<file path="src/rtl/rgb565_pwm_pkg.sv">
package rgb565_pwm_pkg;
  // Per-channel resolution and field widths
  localparam int DUTY_W  = 8;
  localparam int RED_W   = 5;
  localparam int GRN_W   = 6;
  localparam int BLU_W   = 5;
  localparam int WORD_W  = RED_W + GRN_W + BLU_W;
  localparam int N_CHAN  = 3;
  // Counter runs 0 .. PERIOD-1
  localparam int PERIOD  = (1 << DUTY_W) - 1;

  // Channel index: 0 = blue, 1 = green, 2 = red
  function automatic int field_width(input int ch);
    return (ch == 2) ? RED_W : (ch == 1) ? GRN_W : BLU_W;
  endfunction

  function automatic int field_low(input int ch);
    return (ch == 0) ? 0 : (ch == 1) ? BLU_W : (BLU_W + GRN_W);
  endfunction

  typedef logic [DUTY_W-1:0] duty_t;
endpackage

</file>
<file path="src/rtl/rgb565_field_unpack.sv">
module rgb565_field_unpack
  import rgb565_pwm_pkg::*;
#(
  parameter int WW = WORD_W,
  parameter int DW = DUTY_W,
  parameter int NC = N_CHAN
) (
  input  logic                 clk,
  input  logic                 rst,
  input  logic [WW-1:0]        word_in,
  output logic [NC-1:0][DW-1:0] duty_out
);
  logic [WW-1:0] word_q;

  // Single capture stage so a word change never splits a compare
  always_ff @(posedge clk) begin
    if (rst) word_q <= '0;
    else     word_q <= word_in;
  end

  for (genvar ch = 0; ch < NC; ch++) begin : g_fld
    localparam int FW = field_width(ch);
    localparam int LO = field_low(ch);
    if (FW >= DW) begin : g_full
      assign duty_out[ch] = word_q[LO+FW-1 -: DW];
    end else begin : g_pad
      assign duty_out[ch] = {word_q[LO+FW-1 -: FW], {(DW-FW){1'b0}}};
    end
  end
endmodule

</file>
<file path="src/rtl/pwm_wrap_counter.sv">
module pwm_wrap_counter #(
  parameter int W      = 8,
  parameter int PERIOD = 255
) (
  input  logic         clk,
  input  logic         rst,
  output logic [W-1:0] cnt
);
  localparam logic [W-1:0] LAST = W'(PERIOD - 1);

  always_ff @(posedge clk) begin
    if (rst)               cnt <= '0;
    else if (cnt == LAST)  cnt <= '0;
    else                   cnt <= cnt + 1'b1;
  end
endmodule

</file>
<file path="src/rtl/pwm_threshold_out.sv">
module pwm_threshold_out #(
  parameter int W = 8
) (
  input  logic         clk,
  input  logic         rst,
  input  logic [W-1:0] cnt,
  input  logic [W-1:0] duty,
  output logic         drive
);
  always_ff @(posedge clk) begin
    if (rst) drive <= 1'b0;
    else     drive <= (cnt < duty);
  end
endmodule

</file>
<file path="src/rtl/rgb565_pwm_top.sv">
module rgb565_pwm_top
  import rgb565_pwm_pkg::*;
(
  input  logic              clk,
  input  logic              rst,
  input  logic [WORD_W-1:0] sw_word,
  output logic [N_CHAN-1:0] led_main,
  output logic [N_CHAN-1:0] led_aux
);
  logic [N_CHAN-1:0][DUTY_W-1:0] chan_duty;
  logic [N_CHAN-1:0][DUTY_W-1:0] chan_count;

  rgb565_field_unpack #(
    .WW(WORD_W), .DW(DUTY_W), .NC(N_CHAN)
  ) u_unpack (
    .clk(clk), .rst(rst), .word_in(sw_word), .duty_out(chan_duty)
  );

  for (genvar ch = 0; ch < N_CHAN; ch++) begin : g_chan
    pwm_wrap_counter #(.W(DUTY_W), .PERIOD(PERIOD)) u_cnt (
      .clk(clk), .rst(rst), .cnt(chan_count[ch])
    );
    pwm_threshold_out #(.W(DUTY_W)) u_cmp (
      .clk(clk), .rst(rst), .cnt(chan_count[ch]),
      .duty(chan_duty[ch]), .drive(led_main[ch])
    );
  end

  assign led_aux = '0;
endmodule

</file>
<file path="config.mk">
export PLATFORM = sky130hd
export DESIGN_NAME = rgb565_pwm_top
export DESIGN_NICKNAME = d
export VERILOG_FILES = /design/src/rtl/rgb565_pwm_pkg.sv /design/src/rtl/rgb565_field_unpack.sv /design/src/rtl/pwm_wrap_counter.sv /design/src/rtl/pwm_threshold_out.sv /design/src/rtl/rgb565_pwm_top.sv
export SDC_FILE = /design/constraint.sdc
export NUM_CORES = 1
export LEC_CHECK = 0
export ABC_CLOCK_PERIOD_IN_PS = 4000
export BUFFER_PORTS_ARGS = -buffer_cell sky130_fd_sc_hd__buf_2
export CORE_UTILIZATION = 34
export CTS_CLUSTER_SIZE = 10
export DETAILED_ROUTE_END_ITERATION = 10
export PLACE_DENSITY_LB_ADDON = 0.1
export REMOVE_ABC_BUFFERS = 1
export SYNTH_ARGS = -nofsm -noshare
export SYNTH_HDL_FRONTEND = slang
export SYNTH_SLANG_ARGS = --single-unit
</file>
<file path="constraint.sdc">
create_clock -name clk -period 4 [get_ports clk]
set_input_delay 0.6 -clock clk [delete_from_list [all_inputs] [get_ports clk]]
set_output_delay 0.6 -clock clk [all_outputs]
set_load 0.01 [all_outputs]
</file>
# Yosys cells after proc, flatten, opt, wreduce, memory -nomap -nowiden
# Cells that the tools add are included.
word_totals:
  register_bits: 43
  latchBits: 0
  mem_bits_rw: 0
  rom_bits: 0
  input_bits: 18
  out_inout_bits: 6
  n_memories: 0
classes:
  n_addsub: 3
  mul: 0
  div_mod_pow: 0
  magnitude_cmp: 3
  n_eq_ne: 3
  shift: 0
  n_mux: 0
  n_bitwise: 0
  reduce_logical: 3
ops:
  columns: ["operator", "count"]
  rows:
  - ["$add A8 B1 Y8 const B", 3]
  - ["$eq A8 B8 Y1 const B", 3]
  - ["$lt A8 B8 Y1", 3]
  - ["$reduce_or A2 Y1", 3]

# Longest topological paths before layout
# Gate-level depths: netlist (run 1).
logic_depth:
  word_depth: 2
  depth_mapped: 6
  ltp_nobuf: 6

# Hierarchy
# From an unflattened synthesis (run 1), not the netlist that was laid out.
hier_totals:
  hier_cells: 253
  hier_area_um2: 2329.7
by_module_without_submodules:
  columns: ["mod", "n_inst", "cells_per_inst", "area_each_um2", "seq_area_each_um2"]
  rows:
  - ["pwm_wrap_counter", 3, 43, 390.4, 160.2]
  - ["pwm_threshold_out", 3, 26, 201.4, 20.0]
  - ["rgb565_field_unpack", 1, 42, 528.0, 320.3]
  - ["rgb565_pwm_top", 1, 4, 26.3, 0.0]

# Worst setup path after synthesis (run 1)
# OpenSTA, ideal clock, no wires.
synth_path:
  path_type: "register -> register"
  from: "register g_chan[1].u_cnt.cnt[3]"
  to: "register g_chan[1].u_cmp.drive"
  setup_time_ns: 0.103
  arrival_ns: 1.178
  setup_slack_ns: 2.719
  stages_incl_launch_ff: 5
  path_buffers: 0
  period_less_slack_ns: 1.281
  cell_sequence: "dfxtp_1 -> ha_1 -> a211oi_2 -> nor3_1 -> a2111oi_2"
synth_via:
  elab_chain_len: 1
synth_rtl:
  columns: ["element", "line", "source"]
  rows:
  - ["from (decl)", "pwm_wrap_counter.sv:7", "output logic [W-1:0] cnt"]
  - ["from (signal assigned)", "pwm_wrap_counter.sv:14", "else cnt <= cnt + 1'b1;"]
  - ["$lt A8 B8 Y1", "pwm_threshold_out.sv:12", "else drive <= (cnt < duty);"]
  - ["to (signal assigned)", "pwm_threshold_out.sv:12", null]
  - ["to (decl)", "pwm_threshold_out.sv:8", "output logic drive"]
# No other way between the ends.
# A chain may end at the register's enable or synchronous reset.

# Final worst setup path (run 1)
# Ends and elaborated chain as after synthesis.

==> results.sh, run 1 <==
export IMPL_status="finished, final reports clean"
export IMPL_path_clk_slew_ns=0.08
export IMPL_setup_viol=0
export IMPL_cts_hold_buf=0
export IMPL_grt_usage=0.123
export IMPL_yosys_register_bits=43
export IMPL_synth_edf_count=0
export IMPL_tightest_slew_ns=0.620
export IMPL_crit_type="reg2reg"
export IMPL_timing_clock_skew_ns=0.00371
export IMPL_cts_root_buffer="clkbuf_8"
export IMPL_fin_cells=302
export IMPL_dp_cells=294
export IMPL_cpMaxStageDelayCell="dfxtp_1"
export IMPL_endpoint_kind="register"
export IMPL_initial_core_util=0.352
export IMPL_final_setup_tns_ns=0
export IMPL_synthCells=210
export IMPL_total_power_mw=0.855
export IMPL_yosys_top_cells_count="dfxtp_1, nor2_1, inv_1"
export IMPL_drive_gt1_frac=0.139
export IMPL_cap_violations=0
export IMPL_cts_setup_buffers=0
export IMPL_async_flop_share=0
export IMPL_cts_buffers_inserted=5
export IMPL_yosys_warnings=0
export IMPL_clock_latency_ns=0.30
export IMPL_hpwl_mm=2.19
export IMPL_finalCritPeriodShare=0.353
export IMPL_arrival_ns=1.62
export IMPL_rsz0062_at_grt="no"
export IMPL_antenna_found_initial=0
export IMPL_num_rows=27
export IMPL_grt_max_degree=33
export IMPL_utilization=0.395
export IMPL_slowest_delay_ns=0.43
export IMPL_start_kind="register"
export IMPL_drcViolationCount=0
export IMPL_p_leak_nw=0.888
export IMPL_grt_overflow=0
export IMPL_whs_ns=0.468
export IMPL_path_max_fanout=6
export IMPL_layout_setup_ws_ns=2.59
export IMPL_drt_iter0_drc=31
export IMPL_relSlewSlack=0.587
export IMPL_route_vias_total=1349
export IMPL_firstDrtPassIters=6
export IMPL_vias_per_cell=4.47
export IMPL_slew_viol_final=0
export IMPL_synth_area_um2=1930
export IMPL_diodes=0
export IMPL_synth_cell_types=33
export IMPL_drt_wirelength_per_cell_um=10.5
export IMPL_place_ws_ns=2.34
export IMPL_avgSynthCellArea_um2=9.18
export IMPL_die_area_um2=5970
export IMPL_synth_top_cell_area_share=0.447
export IMPL_nets=266
export IMPL_final_area_um2=2160
export IMPL_ys_flop_type="dfxtp_1"
export IMPL_hp_start="g_chan[1].u_cnt.cnt[0]$_SDFF_PP0_"
export IMPL_wl_met1_mm=1.64
export IMPL_synthTopCellsByArea="dfxtp_1, ha_1, nor2b_1"
export IMPL_dr_wl_met2_mm=1.33
export IMPL_cts_tree="built"
export IMPL_coreArea_um2=5470
export IMPL_grt_pass1_wl_mm=5.75
export IMPL_cts_max_level=2
export IMPL_powerDensity_nw_per_um2=395
export IMPL_crit_required_ns=4.20
export IMPL_wirelength_mm=3.16
export IMPL_cts_resized=0
export IMPL_fin_crit_ns=1.41
export IMPL_synth_yosys_seq_area_share=0.447
export IMPL_hold_viol=0
export IMPL_hp_class="reg2reg"
export IMPL_yosysMostFrequentCell="dfxtp_1"
export IMPL_areaGrowthSynthToFinish_pct=12.1
export IMPL_fmax_mhz=707
export IMPL_dpl_cell_area_um2=2050
export IMPL_route_met3_wl_um=145
export IMPL_synth_area_leader_cell="dfxtp_1"
export IMPL_clock_sinks=43
export IMPL_port_buffer_count=20
export IMPL_die_x_um=77.3
export IMPL_grt_pass1_vias=1316
export IMPL_clk_path_buf_depth=2
export IMPL_ant_nets=0
export IMPL_dieHeight_um=77.3
export IMPL_path_cells="ha_1 -> a211oi_2 -> nor3_1 -> a2111oi_2"
export IMPL_io_pins=24
export IMPL_top_layer_used="met4"
export IMPL_gp_congestion=0.686
export IMPL_cp_startpoint="g_chan[1].u_cnt.cnt[3]$_SDFF_PP0_"
export IMPL_rr_startpoint="g_chan[1].u_cnt.cnt[3]$_SDFF_PP0_"
export IMPL_peakVddDrop_mv=0.135
layout by cell type, fill, tap and decap left out, drive strengths merged, types with 8 or more instances in the layout:
cell type | netlist | layout
dfxtp | 43 | 43
nor2 | 23 | 23
nor2b | 16 | 16
nand2 | 8 | 8
o21ai | 8 | 8
buf | 7 | 20
nand3 | 9 | 9
inv | 20 | 20
a21oi | 13 | 13
ha | 19 | 19
per-layer routing:
| layer | track usage | up-vias |
|---|---|---|
| li1 | - | 732 |
| met3 | 0.0500 | 6 |
| met1 | 0.150 | 588 |
| met5 | 0 | - |
| met4 | 0.0509 | 0 |
| met2 | 0.190 | 23 |
where the power goes:
group          internal, mW  total (mW)  switching, mW
registers             0.447       0.459         0.0125
logic                0.0283      0.0576         0.0293
clock network         0.186       0.338          0.152
total                 0.661       0.855          0.194
cells by family (layout without fill, tap and decap cells):
kind of cell	Yosys count	in the layout	synth area share
AO/OA/AOI/OAI	37	37	0.124
flip-flops	43	43	0.447
XOR/XNOR	8	8	0.0364
other	1	3	0.00195
AND/OR/NAND/NOR	72	72	0.189
adder cells (fa/ha/maj)	19	19	0.123
buffers and inverters	30	48	0.0786
final timing paths:
check / end / slack, ns / cells after the start
worst max-delay path: g_chan[1].u_cmp.drive$_SDFF_PP0_ / 2.59 / 4
worst min-delay path: g_chan[1].u_cnt.cnt[0]$_SDFF_PP0_ / 0.47 / 1
worst max register to register: g_chan[1].u_cmp.drive$_SDFF_PP0_ / 2.59 / 4
worst min register to register: g_chan[1].u_cnt.cnt[0]$_SDFF_PP0_ / 0.47 / 1
sequential cells by signal, indices dropped and copies added, names as in the netlist:
signal	cells
u_unpack.word_q	16
g_chan.u_cmp.drive	3
g_chan.u_cnt.cnt	24
worst max-delay path: cells and delay by family, from the launching register on:
family / cells / cell delay [ns]
AOI/OAI and AO/OA: 2 / 0.52
DFF: 1 / 0.43
adders and majority gates: 1 / 0.28
and+or+nand+nor: 1 / 0.10
cell type report:
| class | count | area, um2 |
|---|---|---|
| timing repair buffer | 20 | 100 |
| inverter | 20 | 75.1 |
| multi-input combinational | 139 | 922 |
| clock inverter | 3 | 43.8 |
| tap | 72 | 90.1 |
| fill | 599 | 3310 |
| sequential | 43 | 861 |
| clock buffer | 5 | 68.8 |
No activity file was read; power rests on OpenSTA's default activity.
==> inputs of run 2 (changes only) <==
Settings changed: ABC_AREA set to 1, ABC_CLOCK_PERIOD_IN_PS 4000 to 1150.
Clock period 4 ns to 1.15 ns, I/O delays scaled along.
==> results.sh, run 2 <==
export IMPL_fmax_mhz=917
export IMPL_yosys_register_bits=43
export IMPL_nFillCells=590
export IMPL_path_cells="inv_1 -> ha_4 -> nand2_1 -> inv_2 -> nand3_1 -> a21oi_1 -> nor2_1"
export IMPL_grt_pass1_vias=1401
export IMPL_hold_viol=0
export IMPL_fin_crit_ns=1.09
export IMPL_cts_root_buffer="clkbuf_8"
export IMPL_synthCells=268
export IMPL_p_leak_nw=1.03
export IMPL_min_to="u_unpack.word_q[14]$_SDFF_PP0_"
export IMPL_setup_viol=0
export IMPL_total_power_mw=2.78
export IMPL_reg2regPathDepth=7
export IMPL_cap_violations=0
export IMPL_synth_yosys_seq_area_share=0.423
export IMPL_slowest_delay_ns=0.32
export IMPL_grt_max_degree=15
export IMPL_wirelength_mm=3.55
export IMPL_mostFrequentLayoutCell="nor2_1"
export IMPL_hpwl_mm=2.54
export IMPL_synth_cell_types=21
export IMPL_gp_congestion=0.705
export IMPL_timing_clock_skew_ns=0.00323
export IMPL_synth_edf_count=0
export IMPL_dpl_cell_area_um2=2210
export IMPL_peakVddDrop_mv=0.650
export IMPL_hp_start="sw_word[14]"
export IMPL_drt_iter0_drc=36
export IMPL_ant_nets=0
export IMPL_port_buffer_count=20
export IMPL_path_buf_inv=2
export IMPL_synth_top_cell_area_share=0.423
export IMPL_yosys_warnings=0
export IMPL_ff_latch_area_um2=878
export IMPL_ys_flop_type="dfxtp_1"
export IMPL_synthTopCellsByArea="dfxtp_1, ha_1, nor2_1"
export IMPL_cts_hold_buf=0
export IMPL_critPathTopFamily="flip-flops"
export IMPL_path_max_fanout=3
export IMPL_num_rows=27
export IMPL_layout_setup_ws_ns=0.0599
export IMPL_clk_path_buf_depth=2
export IMPL_coreArea_um2=5640
export IMPL_clock_sinks=43
export IMPL_clock_latency_ns=0.29
export IMPL_cts_buffers_inserted=5
export IMPL_start_kind="register"
export IMPL_cpMaxStageDelayCell="dfxtp_1"
export IMPL_place_ws_ns=0.0403
export IMPL_arrival_ns=1.28
export IMPL_io_pins=24
export IMPL_yosys_top_cells_count="nor2_1, inv_1, nand2_1"
export IMPL_antenna_found_initial=0
export IMPL_grt_pass1_wl_mm=5.85
export IMPL_initial_core_util=0.361
export IMPL_reg_top3="g_chan.u_cnt.cnt x24, u_unpack.word_q x16, g_chan.u_cmp.drive x3"
export IMPL_areaGrowthSynthToFinish_pct=18.2
export IMPL_nets=332
export IMPL_final_area_um2=2400
export IMPL_cts_tree="built"
export IMPL_diodes=0
export IMPL_path_clk_slew_ns=0.08
export IMPL_grt_overflow=0
export IMPL_multi_input_area_um2=1020
export IMPL_drcViolationCount=0
export IMPL_rr_startpoint="u_unpack.word_q[9]$_SDFF_PP0_"
export IMPL_cp_startpoint="u_unpack.word_q[9]$_SDFF_PP0_"
export IMPL_synth_area_leader_cell="dfxtp_1"
export IMPL_vias_per_cell=4.17
export IMPL_finalCritPeriodShare=0.948
export IMPL_r2r_setup_slack_ns=0.06
export IMPL_dieHeight_um=79.4
export IMPL_cts_max_level=2
export IMPL_route_vias_total=1536
export IMPL_avgSynthCellArea_um2=7.59
export IMPL_r2r_end="g_chan[1].u_cmp.drive$_SDFF_PP0_"
export IMPL_slew_viol_final=0
export IMPL_layout_common_cells="nor2_1, inv_1, nand2_1, dfxtp_1, buf_2"
export IMPL_yosysMostFrequentCell="nor2_1"
export IMPL_grt_usage=0.122
export IMPL_async_flop_share=0
export IMPL_hp_class="in2reg"
export IMPL_drive_gt1_frac=0.247
export IMPL_status="finished, final reports clean"
export IMPL_die_x_um=79.4
export IMPL_crit_type="reg2reg"
export IMPL_crit_required_ns=1.34
export IMPL_die_area_um2=6300
export IMPL_largest_register="g_chan.u_cnt.cnt"
export IMPL_synth_area_um2=2030
export IMPL_firstDrtPassIters=4
export IMPL_powerDensity_nw_per_um2=1160
export IMPL_min_path_cells=3
export IMPL_drt_wirelength_per_cell_um=9.64
export IMPL_endpoint_kind="register"
export IMPL_largest_reg_flops=24
export IMPL_rsz0062_at_grt="yes"
[run 2: changes by cell type in the layout (fill, tap and decap cells not counted), moves of 6 or more]
| cell | previous run | this run |
|---|---|---|
| buf_4 | 0 | 7 |
| dfxtp_1 | 43 | 31 |
| dfxtp_2 | 0 | 11 |
| ha_1 | 19 | 13 |
| inv_1 | 20 | 46 |
| nand2_1 | 8 | 42 |
| nor2_1 | 23 | 49 |
| nor2b_1 | 16 | 0 |
[run 2: final cells by class]
type / instances / share of cell area
timing repair buffer: 27 / 0.0635
tap: 72 / 0.0375
inverter: 49 / 0.0765
clock inverter: 1 / 0.00208
sequential: 43 / 0.365
clock buffer: 7 / 0.0317
multi-input combinational: 169 / 0.424
[run 2: how the worst max path moves through the flow]
stage | endpoint | depth (start not counted)
detailed placement | g_chan[0].u_cnt.cnt[6]$_SDFF_PP0_ | 6
global placement | g_chan[0].u_cnt.cnt[6]$_SDFF_PP0_ | 5
global route | g_chan[1].u_cmp.drive$_SDFF_PP0_ | 7
floorplan | g_chan[1].u_cmp.drive$_SDFF_PP0_ | 7
CTS | g_chan[1].u_cmp.drive$_SDFF_PP0_ | 7
finish | g_chan[1].u_cmp.drive$_SDFF_PP0_ | 7
[run 2: logic make-up (layout without fill, tap and decap cells)]
group / count (synthesis) / after routing / share of synthesized area
flip-flops: 43 / 43 / 0.423
buffers and inverters: 58 / 84 / 0.124
other: 1 / 3 / 0.00184
adder cells (fa/ha/maj): 19 / 19 / 0.117
XOR/XNOR: 8 / 8 / 0.0344
AO/OA/AOI/OAI: 20 / 20 / 0.0504
AND/OR/NAND/NOR: 119 / 119 / 0.249
[run 2: repair_timing]
action                                  in CTS  in global routing
hold endpoints to repair                     0                  0
gates resized for setup                      0                 31
endpoints found under the setup margin       0                 24
buffers inserted                             0                  1
[run 2: worst reg2reg max path, cell delays in order, from the launching register on]
cell and delay (ns):
dfxtp_1 0.32, inv_1 0.06, ha_4 0.25, nand2_1 0.06, inv_2 0.07, nand3_1 0.06
a21oi_1 0.11, nor2_1 0.05
[run 2: routing by layer]
metal	vias up	global-route usage	wire length (um)
met5	-	0	0
met1	655	0.147	1780
met2	25	0.202	1600
met3	4	0.0345	108
li1	852	-	-
met4	0	0.0491	56
[run 2: power by group]
part	internal (mW)	switching [mW]	total, mW
Clock	0.427	0.509	0.936
Sequential	1.56	0.0417	1.60
Combinational	0.110	0.134	0.245
[run 2: stage by stage]
step                       util  TNS, ns  instances  hold slack (ns)
final                     0.426        0        368           0.0778
after global routing      0.426  -0.0441        368           0.0671
after CTS                 0.406        0        367           0.0661
after detailed placement  0.391        0        359            0.379
after global placement    0.391        0        359            0.372
after floorplan               -        0        261            0.244
==> inputs of run 3 (changes only) <==
Settings changed: ABC_AREA 1 to not set.
==> results.sh, run 3 (synthesized netlist as in run 1, its figures left out) <==
export IMPL_status="finished with violations"
export IMPL_violations="negative setup slack"
export IMPL_r2r_setup_slack_ns=-0.09
export IMPL_path_max_fanout=2
export IMPL_grt_overflow=0
export IMPL_cpMaxStageDelayCell="dfxtp_2"
export IMPL_layout_setup_ws_ns=-0.0925
export IMPL_grt_max_degree=16
export IMPL_slowest_delay_ns=0.34
export IMPL_clkPwrFrac=0.323
export IMPL_path_buf_inv=0
export IMPL_areaGrowthSynthToFinish_pct=35.1
export IMPL_route_vias_total=1521
export IMPL_dieHeight_um=77.3
export IMPL_hpwl_mm=2.55
export IMPL_cts_max_level=2
export IMPL_clock_latency_ns=0.29
export IMPL_r2r_end="g_chan[1].u_cmp.drive$_SDFF_PP0_"
export IMPL_seq_power_share=0.558
export IMPL_intPower_mw=2.16
export IMPL_timing_clock_skew_ns=0.00588
export IMPL_coreArea_um2=5470
export IMPL_cts_tree="built"
export IMPL_die_area_um2=5970
export IMPL_layout_common_cells="buf_4, dfxtp_1, nor2_1, buf_2, inv_1"
export IMPL_gp_congestion=0.761
export IMPL_hold_viol=0
export IMPL_grt_usage=0.130
export IMPL_nets=301
export IMPL_cts_hold_buf=0
export IMPL_peakVddDrop_mv=0.498
export IMPL_switching_share=0.240
export IMPL_min_to="u_unpack.word_q[5]$_SDFF_PP0_"
export IMPL_drive_gt1_frac=0.404
export IMPL_cts_root_buffer="clkbuf_8"
export IMPL_io_pins=24
export IMPL_diodes=0
export IMPL_drcViolationCount=0
export IMPL_reg_top3="g_chan.u_cnt.cnt x24, u_unpack.word_q x16, g_chan.u_cmp.drive x3"
export IMPL_firstDrtPassIters=4
export IMPL_start_kind="register"
export IMPL_largest_register="g_chan.u_cnt.cnt"
export IMPL_arrival_ns=1.43
export IMPL_setup_viol=9
export IMPL_vias_per_cell=4.51
export IMPL_finalCritPeriodShare=1.08
export IMPL_mostFrequentLayoutCell="buf_4"
export IMPL_drt_wirelength_per_cell_um=10.6
export IMPL_crit_required_ns=1.34
export IMPL_min_path_cells=2
export IMPL_drt_iter0_drc=66
export IMPL_hp_class="in2reg"
export IMPL_initial_core_util=0.352
export IMPL_die_x_um=77.3
export IMPL_fmax_mhz=805
export IMPL_critPathTopFamily="compound AO/OA/AOI/OAI gates"
export IMPL_powerDensity_nw_per_um2=1090
export IMPL_grt_pass1_vias=1447
export IMPL_hp_start="sw_word[5]"
export IMPL_num_rows=27
export IMPL_clock_sinks=43
export IMPL_largest_reg_flops=24
export IMPL_path_clk_slew_ns=0.08
export IMPL_path_cells="ha_4 -> a211oi_2 -> nor3_2 -> a2111oi_2"
export IMPL_ant_nets=0
export IMPL_antenna_found_initial=0
export IMPL_p_leak_nw=1.06
export IMPL_place_ws_ns=-0.181
export IMPL_switching_power_mw=0.681
export IMPL_reg2regPathDepth=4
export IMPL_cts_buffers_inserted=5
export IMPL_slew_viol_final=0
export IMPL_power_frac_comb=0.119
export IMPL_whs_ns=0.0887
export IMPL_clk_path_buf_depth=2
export IMPL_cap_violations=0
export IMPL_grt_pass1_wl_mm=6.19
export IMPL_port_buffer_count=20
export IMPL_endpoint_kind="register"
export IMPL_rr_startpoint="g_chan[1].u_cnt.cnt[3]$_SDFF_PP0_"
export IMPL_wirelength_mm=3.58
export IMPL_rsz0062_at_grt="yes"
export IMPL_fin_crit_ns=1.24
export IMPL_crit_type="reg2reg"
==> run 3: cell type report <==
| cell class | instances | area, um2 |
|---|---|---|
| Timing Repair Buffer | 55 | 370 |
| Clock buffer | 7 | 76.3 |
| Tap cell | 72 | 90.1 |
| Sequential cell | 43 | 880 |
| Inverter | 20 | 75.1 |
| Clock inverter | 1 | 5.00 |
| Multi-Input combinational cell | 139 | 1110 |
| Fill cell | 552 | 2870 |
==> run 3: routing by layer <==
layer	share of wire	up-vias	global-route usage
li1	-	803	-
met1	0.47	688	0.155
met2	0.48	23	0.218
met3	0.032	7	0.0321
met4	0.020	0	0.0623
met5	0	-	0
==> run 3: power groups by stage <==
stage	clock (mW)	combinational [mW]	sequential, mW
after floorplan	0	0.125	1.63
after global placement	0	0.287	1.61
after detailed placement	0	0.287	1.61
after CTS	0.972	0.294	1.58
after global routing	1.04	0.380	1.59
final	0.916	0.338	1.58
==> run 3: through the flow <==
stage / total power [mW] / TNS, ns / utilization / instance area (um2) / cells
2_1_floorplan: 1.75 / -0.347 / - / 1860 / 202
3_3_place_gp: 1.90 / -0.405 / 0.421 / 2300 / 328
3_5_place_dp: 1.90 / -0.473 / 0.421 / 2300 / 328
4_1_cts: 2.84 / -0.291 / 0.442 / 2420 / 337
5_1_grt: 3.01 / -1.11 / 0.476 / 2600 / 337
6_report: 2.84 / -0.200 / 0.476 / 2600 / 337
==> run 3: what timing repair did <==
action	4_1_cts	5_1_grt
cloned	0	0
endpoints found under the setup margin	12	25
gates resized for setup	12	43
buffers inserted	1	0
pin swaps	10	15
==> run 3: worst max path at each step <==
stage	startpoint	to	slack (ns)	cells past startpoint
after global routing	g_chan[1].u_cnt.cnt[3]$_SDFF_PP0_	g_chan[1].u_cmp.drive$_SDFF_PP0_	-0.14	4
final	g_chan[1].u_cnt.cnt[3]$_SDFF_PP0_	g_chan[1].u_cmp.drive$_SDFF_PP0_	-0.09	4
after floorplan	g_chan[1].u_cnt.cnt[3]$_SDFF_PP0_	g_chan[1].u_cmp.drive$_SDFF_PP0_	-0.13	4
after detailed placement	u_unpack.word_q[2]$_SDFF_PP0_	g_chan[0].u_cmp.drive$_SDFF_PP0_	-0.18	5
after CTS	u_unpack.word_q[6]$_SDFF_PP0_	g_chan[1].u_cmp.drive$_SDFF_PP0_	-0.13	5
after global placement	u_unpack.word_q[6]$_SDFF_PP0_	g_chan[1].u_cmp.drive$_SDFF_PP0_	-0.14	5
